<file path="config.mk">
export PLATFORM = sky130hd
export DESIGN_NAME = rxFrameTracker
export DESIGN_NICKNAME = d
export VERILOG_FILES = /design/src/rtl/rxTrkPkg.sv /design/src/rtl/rxTrkDatapath.sv /design/src/rtl/rxTrkControl.sv /design/src/rtl/rxFrameTracker.sv
export SDC_FILE = /design/constraint.sdc
export NUM_CORES = 1
export LEC_CHECK = 0
export ABC_AREA = 1
export BUFFER_PORTS_ARGS = -buffer_cell sky130_fd_sc_hd__buf_2
export CORE_ASPECT_RATIO = 0.75
export CORE_UTILIZATION = 55
export CTS_BUF_LIST = sky130_fd_sc_hd__clkbuf_16
export DETAILED_ROUTE_END_ITERATION = 7
export PLACE_DENSITY_LB_ADDON = 0.12
export SYNTH_ARGS = -nofsm -noshare
export SYNTH_HDL_FRONTEND = slang
export SYNTH_SLANG_ARGS = --single-unit
export TNS_END_PERCENT = 30
</file>
<file path="constraint.sdc">
create_clock -name clk -period 5.37 [get_ports clk]
set_input_delay 0.537 -clock clk [delete_from_list [all_inputs] [get_ports clk]]
set_output_delay 0.537 -clock clk [all_outputs]
set_load 0.01 [all_outputs]
</file>
<file path="src/rtl/rxTrkPkg.sv">
package rxTrkPkg;
  localparam int STAT_W  = 8;
  localparam int B_DONE  = 0;
  localparam int B_RLOST = 1;
  localparam int B_FLOST = 2;
  localparam int B_FSTRT = 3;
  localparam int B_TX    = 4;

  typedef struct packed {
    logic push;
    logic pop;
    logic markOvr;
    logic frameEnd;
  } rxStrobeT;
endpackage

</file>
<file path="src/rtl/rxTrkDatapath.sv">
module rxTrkDatapath
  import rxTrkPkg::*;
#(
  parameter int DATA_W = 8,
  parameter int DEPTH  = 16,
  parameter int CNT_W  = 12
) (
  input  logic              clk,
  input  logic              rstN,
  input  rxStrobeT          strobe,
  input  logic [DATA_W-1:0] wrData,
  input  logic              wrEof,
  output logic [DATA_W-1:0] dataOut,
  output logic [CNT_W:0]    recordOut,
  output logic              full,
  output logic              empty,
  output logic              headEof,
  output logic              tailEof
);
  localparam int AW = (DEPTH > 1) ? $clog2(DEPTH) : 1;
  localparam logic [AW-1:0] LAST = AW'(DEPTH - 1);

  logic [DATA_W-1:0] dataMem [DEPTH];
  logic [DEPTH-1:0]  eofMem;
  logic [DEPTH-1:0]  ovrMem;
  logic [AW-1:0]     rdPtr, wrPtr, lastIdx;
  logic [AW:0]       fill;
  logic [CNT_W-1:0]  byteCnt;
  logic              ovrSeen;

  assign lastIdx = (wrPtr == '0) ? LAST : wrPtr - 1'b1;
  assign full    = (fill == (AW+1)'(DEPTH));
  assign empty   = (fill == '0);
  assign dataOut = dataMem[rdPtr];
  assign headEof = eofMem[rdPtr];
  assign tailEof = eofMem[lastIdx];

  always_ff @(posedge clk) begin
    if (strobe.push) dataMem[wrPtr] <= wrData;
  end

  always_ff @(posedge clk) begin
    if (!rstN) begin
      eofMem <= '0;
      ovrMem <= '0;
      rdPtr  <= '0;
      wrPtr  <= '0;
      fill   <= '0;
    end else begin
      if (strobe.markOvr) ovrMem[lastIdx] <= 1'b1;
      if (strobe.push) begin
        eofMem[wrPtr] <= wrEof;
        ovrMem[wrPtr] <= 1'b0;
        wrPtr <= (wrPtr == LAST) ? '0 : wrPtr + 1'b1;
      end
      if (strobe.pop) rdPtr <= (rdPtr == LAST) ? '0 : rdPtr + 1'b1;
      case ({strobe.push, strobe.pop})
        2'b10:   fill <= fill + 1'b1;
        2'b01:   fill <= fill - 1'b1;
        default: fill <= fill;
      endcase
    end
  end

  always_ff @(posedge clk) begin
    if (!rstN) begin
      byteCnt   <= '0;
      ovrSeen   <= 1'b0;
      recordOut <= '0;
    end else if (strobe.pop) begin
      if (strobe.frameEnd) begin
        recordOut <= {ovrSeen | ovrMem[rdPtr], byteCnt + 1'b1};
        byteCnt   <= '0;
        ovrSeen   <= 1'b0;
      end else begin
        byteCnt <= byteCnt + 1'b1;
        ovrSeen <= ovrSeen | ovrMem[rdPtr];
      end
    end
  end
endmodule

</file>
<file path="src/rtl/rxTrkControl.sv">
module rxTrkControl
  import rxTrkPkg::*;
(
  input  logic              clk,
  input  logic              rstN,
  input  logic              wrValid,
  input  logic              wrEof,
  input  logic              wrSof,
  input  logic              rdData,
  input  logic              rdRecord,
  input  logic              stWrEn,
  input  logic [STAT_W-1:0] stWrData,
  input  logic [2:0]        txEvent,
  input  logic              full,
  input  logic              empty,
  input  logic              headEof,
  input  logic              tailEof,
  output rxStrobeT          strobe,
  output logic [STAT_W-1:0] status
);
  logic discard, overrun, lostStart;
  logic [STAT_W-1:0] statusNxt;

  assign overrun   = wrValid && full && !discard;
  assign lostStart = overrun && tailEof;

  always_comb begin
    strobe.push     = wrValid && !full && !discard;
    strobe.pop      = rdData && !empty;
    strobe.frameEnd = strobe.pop && headEof;
    strobe.markOvr  = overrun && !tailEof;
  end

  always_comb begin
    statusNxt = status;
    if (stWrEn) statusNxt[B_TX+2:B_RLOST] = status[B_TX+2:B_RLOST] & ~stWrData[B_TX+2:B_RLOST];
    if (rdRecord) statusNxt[B_DONE] = 1'b0;
    if (strobe.frameEnd) begin
      statusNxt[B_DONE] = 1'b1;
      if (status[B_DONE] && !rdRecord) statusNxt[B_RLOST] = 1'b1;
    end
    if (lostStart) statusNxt[B_FLOST] = 1'b1;
    if (wrValid && wrSof) statusNxt[B_FSTRT] = 1'b1;
    statusNxt[B_TX +: 3] = statusNxt[B_TX +: 3] | txEvent;
    statusNxt[STAT_W-1] = 1'b0;
  end

  always_ff @(posedge clk) begin
    if (!rstN) begin
      status  <= '0;
      discard <= 1'b0;
    end else begin
      status <= statusNxt;
      if (discard && wrValid && wrEof) discard <= 1'b0;
      else if (lostStart && !wrEof)    discard <= 1'b1;
    end
  end
endmodule

</file>
<file path="src/rtl/rxFrameTracker.sv">
module rxFrameTracker
  import rxTrkPkg::*;
#(
  parameter int DATA_W = 8,
  parameter int DEPTH  = 16,
  parameter int CNT_W  = 12
) (
  input  logic              clk,
  input  logic              rstN,
  input  logic              wrValid,
  input  logic [DATA_W-1:0] wrData,
  input  logic              wrEof,
  input  logic              wrSof,
  input  logic              rdData,
  output logic [DATA_W-1:0] dataOut,
  output logic              fifoEmpty,
  output logic              fifoFull,
  input  logic              rdRecord,
  output logic [CNT_W:0]    recordOut,
  input  logic              stWrEn,
  input  logic [7:0]        stWrData,
  output logic [7:0]        statusOut,
  input  logic [2:0]        txEvent,
  output logic              frameIrq
);
  rxStrobeT strobe;
  logic headEof, tailEof;

  rxTrkControl uCtrl (
    .clk(clk), .rstN(rstN), .wrValid(wrValid), .wrEof(wrEof), .wrSof(wrSof),
    .rdData(rdData), .rdRecord(rdRecord), .stWrEn(stWrEn), .stWrData(stWrData),
    .txEvent(txEvent), .full(fifoFull), .empty(fifoEmpty), .headEof(headEof),
    .tailEof(tailEof), .strobe(strobe), .status(statusOut)
  );

  rxTrkDatapath #(.DATA_W(DATA_W), .DEPTH(DEPTH), .CNT_W(CNT_W)) uPath (
    .clk(clk), .rstN(rstN), .strobe(strobe), .wrData(wrData), .wrEof(wrEof),
    .dataOut(dataOut), .recordOut(recordOut), .full(fifoFull), .empty(fifoEmpty),
    .headEof(headEof), .tailEof(tailEof)
  );

  assign frameIrq = statusOut[B_DONE];
endmodule

</file>
After elaboration in Yosys (flattened, before gate mapping)
Memory sizes are Yosys's and may differ from the RTL's. A register that Yosys moved wholly into a read port is not among the register bits.
Cells that the tools add are included.
{"block": "totals", "reg_bits": 80, "mem_bits_rw": 128, "input_bits": 27, "out_inout_bits": 32, "wordCells": 98, "mem_count": 1}
{"name": "uPath.dataMem", "depth": 16, "word_bits": 8, "read_ports": 1, "rd_clocked_by_memory_dff": 1, "wr": 1, "line": "rxTrkDatapath.sv:23", "source": "logic [DATA_W-1:0] dataMem [DEPTH];"}
{"block": "op_classes", "add_sub_neg": 6, "n_lt_le_gt_ge": 5, "eq_ne": 5, "n_mux": 30, "n_bitwise": 8, "n_reduce_logical": 29}
{"op": "16-bit two-way mux", "count": 3}
{"op": "4-bit two-way mux", "count": 5}
{"op": "16-bit AND", "count": 1}
{"op": "16-bit bitwise mux", "count": 1}
{"op": "16-bit NOT", "count": 1}
{"op": "16-bit bitwise OR", "count": 1}
{"op": "1-bit logical AND", "count": 15}
{"op": "4-bit by 5-bit less-than comparator with 1-bit output (second input constant)", "count": 3}
{"op": "12-bit by 1-bit adder with 12-bit output (second input constant)", "count": 1}
{"op": "1-bit binary-select mux with 4-bit select", "count": 3}
{"op": "1-bit two-way mux", "count": 12}
{"op": "12-bit two-way mux", "count": 1}
{"op": "5-bit case mux with 2 select lines", "count": 1}
{"op": "4-bit by 1-bit adder with 4-bit output (second input constant)", "count": 2}
{"op": "1-bit demux with 4-bit select", "count": 2}
{"op": "4-bit equality test (second input constant)", "count": 2}
{"op": "4-bit by 1-bit greater-or-equal comparator with 1-bit output (second input constant)", "count": 2}
{"op": "2-bit nonzero test", "count": 4}
{"op": "6-bit AND", "count": 1}
{"op": "1-bit logical NOT", "count": 6}
{"op": "6-bit two-way mux", "count": 1}
{"op": "6-bit NOT", "count": 1}
{"op": "5-bit by 1-bit adder with 5-bit output (second input constant)", "count": 1}
{"op": "5-bit equality test (second input constant)", "count": 1}
{"op": "other kinds (12)", "count": 12}

Longest topological paths before layout
{"block": "depth", "word_depth": 11, "mapped_depth": 15, "ltp_nobuf": 14}

Modules after synthesis
From an unflattened synthesis, not the netlist that was laid out.
{"block": "hier_totals", "hier_cells": 1015, "area_unflattened_um2": 9303.9}
{"mod": "rxTrkDatapath", "instances": 1, "cells_each": 966, "area_each_um2": 8952.3, "seq_area_each_um2": 5345.1}
{"mod": "rxTrkControl", "instances": 1, "cells_each": 48, "area_each_um2": 344.1, "seq_area_each_um2": 160.2}
{"mod": "rxFrameTracker", "instances": 1, "cells_each": 1, "area_each_um2": 7.5, "seq_area_each_um2": 0.0}

Least setup slack after synthesis
No wires, ideal clock.
{"block": "synth_timing", "path_kind": "register -> register", "from": "register uPath.fill[0]", "to": "register uPath.fill[4]", "arrival_ns": 2.153, "t_required_ns": 5.238, "path_slack_ns": 3.085, "stages_incl_launch_ff": 16, "cell_sequence": "dfxtp_1 nor2_2 nand3_1 or2_1 nand2_1 inv_2 buf_2 ha_1 xor2_1 ha_1 a21o_1 nand3_1 nand2_1 xor2_1 nand2_1 a21oi_1"}
{"block": "synth_between", "elab_chain_cells": 6}
{"element": "from (decl)", "line": "rxTrkDatapath.sv:27", "source": "logic [AW:0] fill;"}
{"element": "from (signal assigned)", "line": "rxTrkDatapath.sv:58", "source": "2'b10: fill <= fill + 1'b1;"}
{"element": "from (signal assigned)", "line": "rxTrkDatapath.sv:59", "source": "2'b01: fill <= fill - 1'b1;"}
{"element": "from (signal assigned)", "line": "rxTrkDatapath.sv:60", "source": "default: fill <= fill;"}
{"element": "5-bit equality test", "line": "rxTrkDatapath.sv:32", "source": "assign full = (fill == (AW+1)'(DEPTH));"}
{"element": "1-bit logical NOT", "line": "rxTrkControl.sv:28", "source": "strobe.push = wrValid && !full && !discard;"}
{"element": "1-bit logical AND (2 in series)", "line": "rxTrkControl.sv:28"}
{"element": "2-bit by 1-bit equality test with 1-bit output / 2-bit equality test (equally long branches)", "line": "rxTrkDatapath.sv:57", "source": "case ({strobe.push, strobe.pop})"}
{"element": "5-bit case mux with 2 select lines / 2-bit nonzero test (equally long branches)"}
Several ways; a longest one is shown, not always the timed one.
A chain may end at the register's enable or synchronous reset.

==> results.md <==
* Hold Buf Count CTS at 0
* Setup TNS at 0 ns
* Leak at 0.004210 uW
* Clk sink count at 211
* Fin crit share at 61.19%
* F_max at 304.3 MHz
* Max Cap Viol at 0
* Slew Limit Headroom at 25.33%
* M1 WL at 11140 um
* RSZ-0062 raised after global routing: no
* Post-cts resize count at 0
* Count of input and output buffers at 55
* Max clock buf depth at 3
* Number of global-route vias before repair at 6184
* Post-route DRC at 0
* Yosys cell types at 39
* Gr ovfl total at 0
* Internal Power at 2917 uW
* Met3 Wirelength at 1352 um
* Crit Path Category: flop to output pin
* Vias per Instance at 5.462
* Nets at 1062
* # diodes at 0
* Synth area leaders: edfxtp_1, dfxtp_1, nand2_1
* WP data required at 4.83 ns
* Post-DP HPWL at 14350 um
* Switching Fraction at 34.33%
* Detailed Route Iter0 Violations at 476
* Largest net degree at the start of global routing at 97
* Final Max Slew Viols at 0
* Post-synthesis sequential area ratio at 57.41%
* Fillers at 1448
* Worst setup SP type: flop
* Clock transition at path regs at 0.06 ns
* Placed cells at 1215
* Layout cells sized above 1 at 12.81%
* Die area at 17970 um^2
* GRT Util Overall at 24.75%
* First-pass GRT wire length at 33920 um
* Slowest stage delay, CP at 0.83 ns
* Outcome: finished, final reports clean
* Yosys top cell by area: edfxtp_1
* Mapped Area at 9589 um^2
* Power share of the sequential group at 44.9%
* Switching power at 1525 uW
* TritonCTS buffer count at 21
* Logic pwr share at 25.8%
* Worst Setup End Kind: output pin
* Die Y at 116.4 um
* CP arrival at 2.75 ns
* Hold crit path type: primary input to flop
* Final WL at 21890 um
* CORE AREA at 16930 um^2
* DR top layer: met4
* YS warnings at 0
* Cells after Synth at 991
* Vias at 6844
* Total number of H-tree levels at 1
* Critical-path cell list: buf_4 -> inv_1 -> o21ai_0 -> o211ai_1 -> nand2_1 -> buf_2
* Peak VDD IR at 340.5 uV
* PwrDens at 423.2 nW/um^2
* Initial antenna violation count at 0
* Hold Fails Final Rpt at 0
* Root Buffer: clkbuf_16
* Clock power frac at 29.3%
* Crit-path max FO at 33
* Avg Inst Size Synth at 9.676 um^2
* Fin cells at 1253
* Post-route minimum period at 3.286 ns
* Final setup vio count at 0
* Area post-placement at 9891 um^2
* Routed Antenna Nets at 0
* Ports at 59
* Synth top area share at 40.08%
* Tot Pwr at 4442 uW
* Skew final at 0.01887 ns
* Design Area, Final at 10500 um^2
* Metal2 WL at 9049 um
* WL/cell at 17.47 um
* GPL Wtd Cong at 0.8868
* Row Count at 41
* First-pass DRT Iterations at 5
* Slowest CP cell: inv_1
* Setup bufs post-CTS at 0
* Die width at 154.5 um
* Clk Latency, worst-skew pair at 0.50 ns
* Layout area overhead at 9.447%
* Initial core utilization at 56.64%
* TritonCTS clock tree: done
* Measured slew at the worst slew-check pin at 1.120 ns
* Post-Syn Nets at 1030
* Synth Register Bits at 211
-- flip-flops by register name, indices dropped and copies added (netlist names), named ones only --
name             flops
uPath.dataMem      128
uPath.eofMem        16
uPath.ovrMem        16
uPath.recordOut     13
uPath.byteCnt       12
uCtrl.status         7
uPath.fill           5
uPath.rdPtr          4
uPath.wrPtr          4
uCtrl.discard        1
uPath.ovrSeen        1
-- cell usage in the layout, fill, tap and decap left out, drive strengths merged --
cell,instances
a211oi,1
a21o,1
a21oi,90
buf,57
clkbuf,21
clkinv,9
clkinvlp,1
conb,1
dfxtp,83
edfxtp,128
ha,12
inv,141
mux2i,33
nand2,174
nand3,85
nand3b,2
nand4,14
nor2,51
nor3,5
o211ai,34
o21ai,77
o21bai,1
o31ai,1
or2,2
xor2,14
-- layout make-up --
cell class	instances	area [um^2]	share of cell area, %
multi-input cells	598	3317	31.60
well taps	215	269.0	2.563
clock buffers	21	525.5	5.007
inverters	134	505.5	4.816
clock inverters	17	78.83	0.7511
flip-flops and latches	211	5509	52.49
repair buffers	57	290.3	2.766
-- logic make-up (layout without fill, tap and decap cells) --
kind of cell    count (synthesis)  in the layout  share of synthesized area (%)
compound gates                205            205                          12.08
xor+xnor                       14             14                          1.279
fa+ha+maj                      12             12                          1.566
buf+inv                       182            229                          7.998
flops                         211            211                          57.41
mux                            33             33                          3.445
other cells                     1              1                        0.03911
simple gates                  333            333                          16.18
-- metal layers --
metal / vias to the layer above / GRT usage (%)
met4: 0 / 4.884
met2: 193 / 35.35
met3: 27 / 3.970
met1: 3206 / 39.42
met5: - / 0
li1: 3418 / -
-- through the flow --
stage / worst slack [ns] / utilization (%) / hold WS (ns)
final: 2.084 / 62.00 / 0.2427
after global routing: 1.872 / 62.00 / 0.2504
after CTS: 2.138 / 62.00 / 0.2332
after detailed placement: 2.204 / 58.43 / 0.4413
after global placement: 2.271 / 58.43 / 0.4342
after floorplan: 3.085 / - / 0.4219
-- synth_stat cells, drive strengths merged --
master / n
o21ai: 77
nor3: 5
o211ai: 34
nand3b: 2
a211oi: 1
nand2: 174
o21bai: 1
nor2: 51
a21o: 1
nand3: 85
a21oi: 90
nand4: 14
or2: 2
clkbuf: 20
buf: 28
inv: 134
mux2i: 33
conb: 1
dfxtp: 83
edfxtp: 128
ha: 12
xor2: 14
o31ai: 1
-- final timing paths --
path | endpoint | slack, ns | startpoint | depth (start not counted)
worst min-delay path | uCtrl.status[6]$_SDFF_PN0_ | 0.24 | txEvent[2] | 3
worst max-delay path | dataOut[6] | 2.08 | flop | 6
worst min register to register | uPath.ovrMem[0]$_SDFF_PN0_ | 0.45 | uPath.ovrMem[0]$_SDFF_PN0_ | 2
worst max register to register | uPath.fill[4]$_SDFFE_PN0P_ | 2.17 | uPath.fill[0]$_SDFFE_PN0P_ | 14
-- critical path: cells and delay by family, from the launching register on --
kind	cells	cell delay, ns
buffers and inverters	3	1.22
and+or+nand+nor	1	0.10
DFF	1	0.30
AOI/OAI and AO/OA	2	0.61
-- power groups by stage --
stage / clock network (uW) / logic, uW / registers [uW]
5_1_grt: 1390 / 1280 / 2010
2_1_floorplan: 0 / 963 / 1890
6_report: 1300 / 1150 / 1990
4_1_cts: 1330 / 1130 / 1990
3_5_place_dp: 0 / 1130 / 2020
3_3_place_gp: 0 / 1110 / 2020
No activity file was read; power rests on OpenSTA's default activity.
